--- src/rtl/hpulse_gen.sv ---
module hpulse_gen #(
  parameter int LINE_LEN = 864,
  localparam int CW  = $clog2(LINE_LEN),
  localparam int HPW = CW - 2
) (
  input  logic           clk,
  input  logic           rst_n,
  input  logic           line_start,
  input  logic           fld_blank,
  input  logic [HPW-1:0] hs_pos,
  input  logic [CW-1:0]  bln_start,
  input  logic [CW-1:0]  bln_stop,
  input  logic [CW-1:0]  h1_start,
  input  logic [CW-1:0]  h1_stop,
  input  logic [CW-1:0]  h2_start,
  input  logic [CW-1:0]  h2_stop,
  input  logic [CW-1:0]  bk_start,
  input  logic [CW-1:0]  bk_stop,
  output logic           hs,
  output logic           bln_n,
  output logic           h1,
  output logic           h2,
  output logic           bkey_n
);
  localparam int XW = CW + 3;
  localparam logic [CW-1:0] LAST = CW'(LINE_LEN - 1);

  logic [CW-1:0]  cnt, cnt_n;
  logic [HPW-1:0] hp_q, hp_n;
  logic [CW-1:0]  bs_q, be_q, h1s_q, h1e_q, h2s_q, h2e_q, ks_q, ke_q;
  logic [CW-1:0]  bs_n, be_n, h1s_n, h1e_n, h2s_n, h2e_n, ks_n, ke_n;
  logic [XW-1:0]  pos, hs_lo;

  function automatic logic win(input logic [XW-1:0] c, input logic [CW-1:0] s, input logic [CW-1:0] e);
    return (c >= XW'({s, 1'b0})) && (c < XW'({e, 1'b0}));
  endfunction

  assign cnt_n = line_start ? '0 : ((cnt == LAST) ? cnt : cnt + 1'b1);

  always_comb begin
    hp_n  = line_start ? hs_pos   : hp_q;
    h1s_n = line_start ? h1_start : h1s_q;
    h1e_n = line_start ? h1_stop  : h1e_q;
    h2s_n = line_start ? h2_start : h2s_q;
    h2e_n = line_start ? h2_stop  : h2e_q;
    ks_n  = line_start ? bk_start : ks_q;
    ke_n  = line_start ? bk_stop  : ke_q;
    bs_n  = (line_start && !fld_blank) ? bln_start : bs_q;
    be_n  = (line_start && !fld_blank) ? bln_stop  : be_q;
  end

  assign pos   = XW'(cnt_n);
  assign hs_lo = XW'({hp_n, 3'b000});

  always_ff @(posedge clk or negedge rst_n) begin
    if (!rst_n) begin
      cnt <= LAST;
      hp_q <= '0;
      {bs_q, be_q, h1s_q, h1e_q} <= '0;
      {h2s_q, h2e_q, ks_q, ke_q} <= '0;
      hs <= 1'b0;
      bln_n <= 1'b1;
      h1 <= 1'b0;
      h2 <= 1'b0;
      bkey_n <= 1'b1;
    end else begin
      cnt <= cnt_n;
      hp_q <= hp_n;
      {bs_q, be_q, h1s_q, h1e_q} <= {bs_n, be_n, h1s_n, h1e_n};
      {h2s_q, h2e_q, ks_q, ke_q} <= {h2s_n, h2e_n, ks_n, ke_n};
      hs <= (pos >= hs_lo) && (pos < hs_lo + XW'(32));
      bln_n <= !win(pos, bs_n, be_n);
      h1 <= win(pos, h1s_n, h1e_n);
      h2 <= win(pos, h2s_n, h2e_n);
      bkey_n <= !win(pos, ks_n, ke_n);
    end
  end
endmodule


--- config.mk ---
export PLATFORM = sky130hd
export DESIGN_NAME = hpulse_gen
export DESIGN_NICKNAME = d
export VERILOG_FILES = /design/src/rtl/hpulse_gen.sv
export SDC_FILE = /design/constraint.sdc
export NUM_CORES = 1
export LEC_CHECK = 0
export ABC_AREA = 1
export BUFFER_PORTS_ARGS = -buffer_cell sky130_fd_sc_hd__buf_2
export CAP_MARGIN = 10
export CORE_ASPECT_RATIO = 1.5
export CORE_MARGIN = 3
export CORE_UTILIZATION = 50
export CTS_CLUSTER_DIAMETER = 150
export DETAILED_ROUTE_END_ITERATION = 8
export PLACE_DENSITY_LB_ADDON = 0.2
export REMOVE_ABC_BUFFERS = 1
export SLEW_MARGIN = 10
export SYNTH_ARGS = -nofsm -noshare
export SYNTH_HDL_FRONTEND = slang
export SYNTH_SLANG_ARGS = --single-unit
export TNS_END_PERCENT = 10
--- constraint.sdc ---
create_clock -name clk -period 6.88 [get_ports clk]
set_clock_uncertainty 0.1 [all_clocks]
set_input_delay 0.344 -clock clk [delete_from_list [all_inputs] [get_ports clk]]
set_output_delay 0.344 -clock clk [all_outputs]
set_load 0.02 [all_outputs]
==> results.md <==
- Fin. Hold Viols: 0
- Sum Neg Setup Slack: 0 ns
- Dpl hpwl: 10900 um
- Initial DRC count: 230
- Post-CTS setup repair buffer count: 0
- Min Tclk post-route: ~3.6 ns
- Die height: 145 um
- Num CTS Buffers: 9
- Seq pwr share: 0.439
- I/O pin total: 97
- Power Internal: around 1.2 mW
- GRT Util Overall: 0.219
- CTS Sinks: about 100
- Std cell rows: 50
- Tot Pwr: between 1.5 and 2 mW
- Max-cap violation count: 0
- Cell taking the most area after synthesis: dfrtp_1
- Most used DFF post-synth: dfrtp_1
- Syn Std Cell Area: 0.00642 mm^2
- Critical path peak fanout: 11
- RePlAce Congestion: ~0.88
- Hold Path Class: in -> reg
- Max clock buf depth: 2
- Area contributors post-synth: dfrtp_1, ha_1, inv_1, nand2_1, o21ai_0
- Initial antenna violation count: 0
- First-pass GRT wire length: around 25000 um
- Initial core utilization: 0.513
- Initial DRT Pass Iterations: 4
- TritonCTS clock tree: yes
- Synth-to-layout area growth: 16.0%
- Synth cell types: just under 50
- Status: complete, no violations
- Final period util: 0.520
- IO buf count: 96
- Post-Synthesis Cells: roughly 760
- Post-synth EDFFs: 0
- Share of post-route cells with drive strength above 1: 0.253
- Inst Count DP: between 1k and 1.5k
- Clock network fraction of total power: 0.406
- Final net count: approximately 1.0k
- Sequential cell area fraction in the yosys report: 0.404
- Share of the synthesized area in the top cell type: 0.363
- Arrival @ worst endpoint: about 3.7 ns
- Actual slew at the worst max-slew pin: about 1.1 ns
- Non-Filler Instances: 1022
- Total wire length: 14700 um
- Synth warn: 0
- Leakage: roughly 4 nW
- Switching part of the total: 0.248
- Vias post-DR: about 5.3k
- DR DRC count: 0
- DR WL/cell: roughly 14 um
- Power Density: 206 mW/mm^2
- Synth cell count leaders: inv_1, nand2_1, dfrtp_1
- Post-Route Utilization: 0.595
- Leading cell type by number of instances after synthesis: inv_1
- # fillers: 1170
- Sw Pwr: between 0.3 and 0.4 mW
- Rel. slew slack: 0.296
- Crit path required time: between 7 and 8 ns
- Share of flip-flops with an asynchronous set or reset: 1.00
- ANT cells: 0
- Vias in the first global route: 5310
- Core area: 0.0125 mm^2
- Die X: 98.5 um
- Final Cell Area: between 0.007 and 0.008 mm^2
- Largest net degree at the start of global routing: 77
- Post-route ant nets: 0
- Setup crit end kind: register
- Peak Freq: ~0.28 GHz
- Clock-pin slew on the worst setup and hold paths: 0.07 ns
- RSZ-0062 raised after global routing: no
- Endpoints failing setup: 0
- Final Max Tran Viols: 0
- Peak VDD IR: around 0.14 mV
- CTS Root Cell: clkbuf_16
- H-tree levels: 3
- Grt total ovfl: 0
- DP Area: about 0.0071 mm^2
- Worst skew pair latency: 0.34 ns
- Worst setup SP type: register
- Setup CP Type: reg -> reg
- Seq cells post-synth: approximately 100
- Die area: 0.0143 mm^2
- Comb power frac: 0.155
- Avg Synthesized Cell Area: ~8.4 um^2
- Via-per-instance ratio: slightly above 5
## power by group through the flow
stage               combinational (mW)  sequential [mW]  clock [mW]
detailed placement               0.238            0.683           0
global route                     0.279            0.677       0.666
floorplan                        0.151            0.679           0
finish                           0.238            0.672       0.621
CTS                              0.241            0.672       0.635
global placement                 0.229            0.681           0
## layout by cell type, fill, tap and decap left out, drive strengths merged, types with 9 or more instances in the layout
master	n
inv	139
nand2	133
buf	104
dfrtp	93
o21ai	79
ha	78
or2	54
nand3	37
nor2	36
a21oi	28
nor3	14
clkbuf	11
dfstp	10
nand4	9
## metal layers
metal | global-route usage | wire length (um) | vias to the layer above
met3 | 0.0269 | 519 | 31
li1 | - | - | 2655
met5 | 0 | 0 | -
met2 | 0.401 | 7750 | 106
met4 | 0.0878 | 433 | 0
met1 | 0.259 | 6040 | 2464
## path summary, 6_finish.rpt
kind | cells after the start | start | to | slack (ns)
setup / recovery | 15 | cnt[0] | h2 | 3.30
hold / removal | 3 | bk_stop[0] | ke_q[0] | 0.13
setup reg to reg | 15 | cnt[0] | h2 | 3.30
hold reg to reg | 2 | h2s_q[0] | h2s_q[0] | 0.37
max in group asynchronous | 3 | rst_n | hp_q[5] | 5.09
min in group asynchronous | 2 | rst_n | ke_q[6] | 0.45
## registers in the layout, summed over array words and instances, names as in the netlist, 8 cells and up
signal	count
ke_q	10
bs_q	10
cnt	10
h1e_q	10
hp_q	8
h2s_q	10
h1s_q	10
ks_q	10
be_q	10
h2e_q	10
## cell type report
class                   count  area (um^2)  area share
clock inverters             5          129      0.0173
clock buffers              11          243      0.0326
repair buffers            105          557      0.0748
inverters                 140          526      0.0706
flip-flops and latches    103         2590       0.348
multi-input cells         502         3210       0.431
well taps                 156          195      0.0262
## stage by stage
step	hold WS (ns)	worst slack (ns)
6_report	0.130	3.30
5_1_grt	0.148	2.95
4_1_cts	0.124	3.30
3_5_place_dp	0.293	3.31
3_3_place_gp	0.292	3.12
2_1_floorplan	-0.0516	3.60
## logic make-up (layout without fill, tap and decap cells)
kind of cell               after synthesis  in the layout  share of synthesized area
DFF                                    103            103                      0.404
xor gates and xnor gates                 4              4                    0.00546
adders and majority gates               78             78                      0.152
and+or+nand+nor                        289            289                      0.222
buffers and inverters                  159            261                     0.0981
muxes                                    2              2                    0.00351
AOI/OAI and AO/OA                      129            129                      0.115
## worst max-delay path, stage by stage (launching register included)
cell,delay (ns)
dfstp_2,0.54
ha_1,0.21
nand3_2,0.14
nor2_1,0.14
nand2_2,0.13
nor2_1,0.11
inv_1,0.08
nor3_2,0.13
nor2_1,0.07
nor3b_2,0.84
ha_1,0.40
a21o_1,0.18
a32oi_1,0.17
o2111ai_1,0.13
inv_1,0.07
nor2_1,0.04
## repair_timing
action / in CTS / in global routing
hold buffers: 1 / 0
gates resized for setup: 0 / 0
hold endpoints to repair: 42 / 0
No activity file was read; power rests on OpenSTA's default activity.
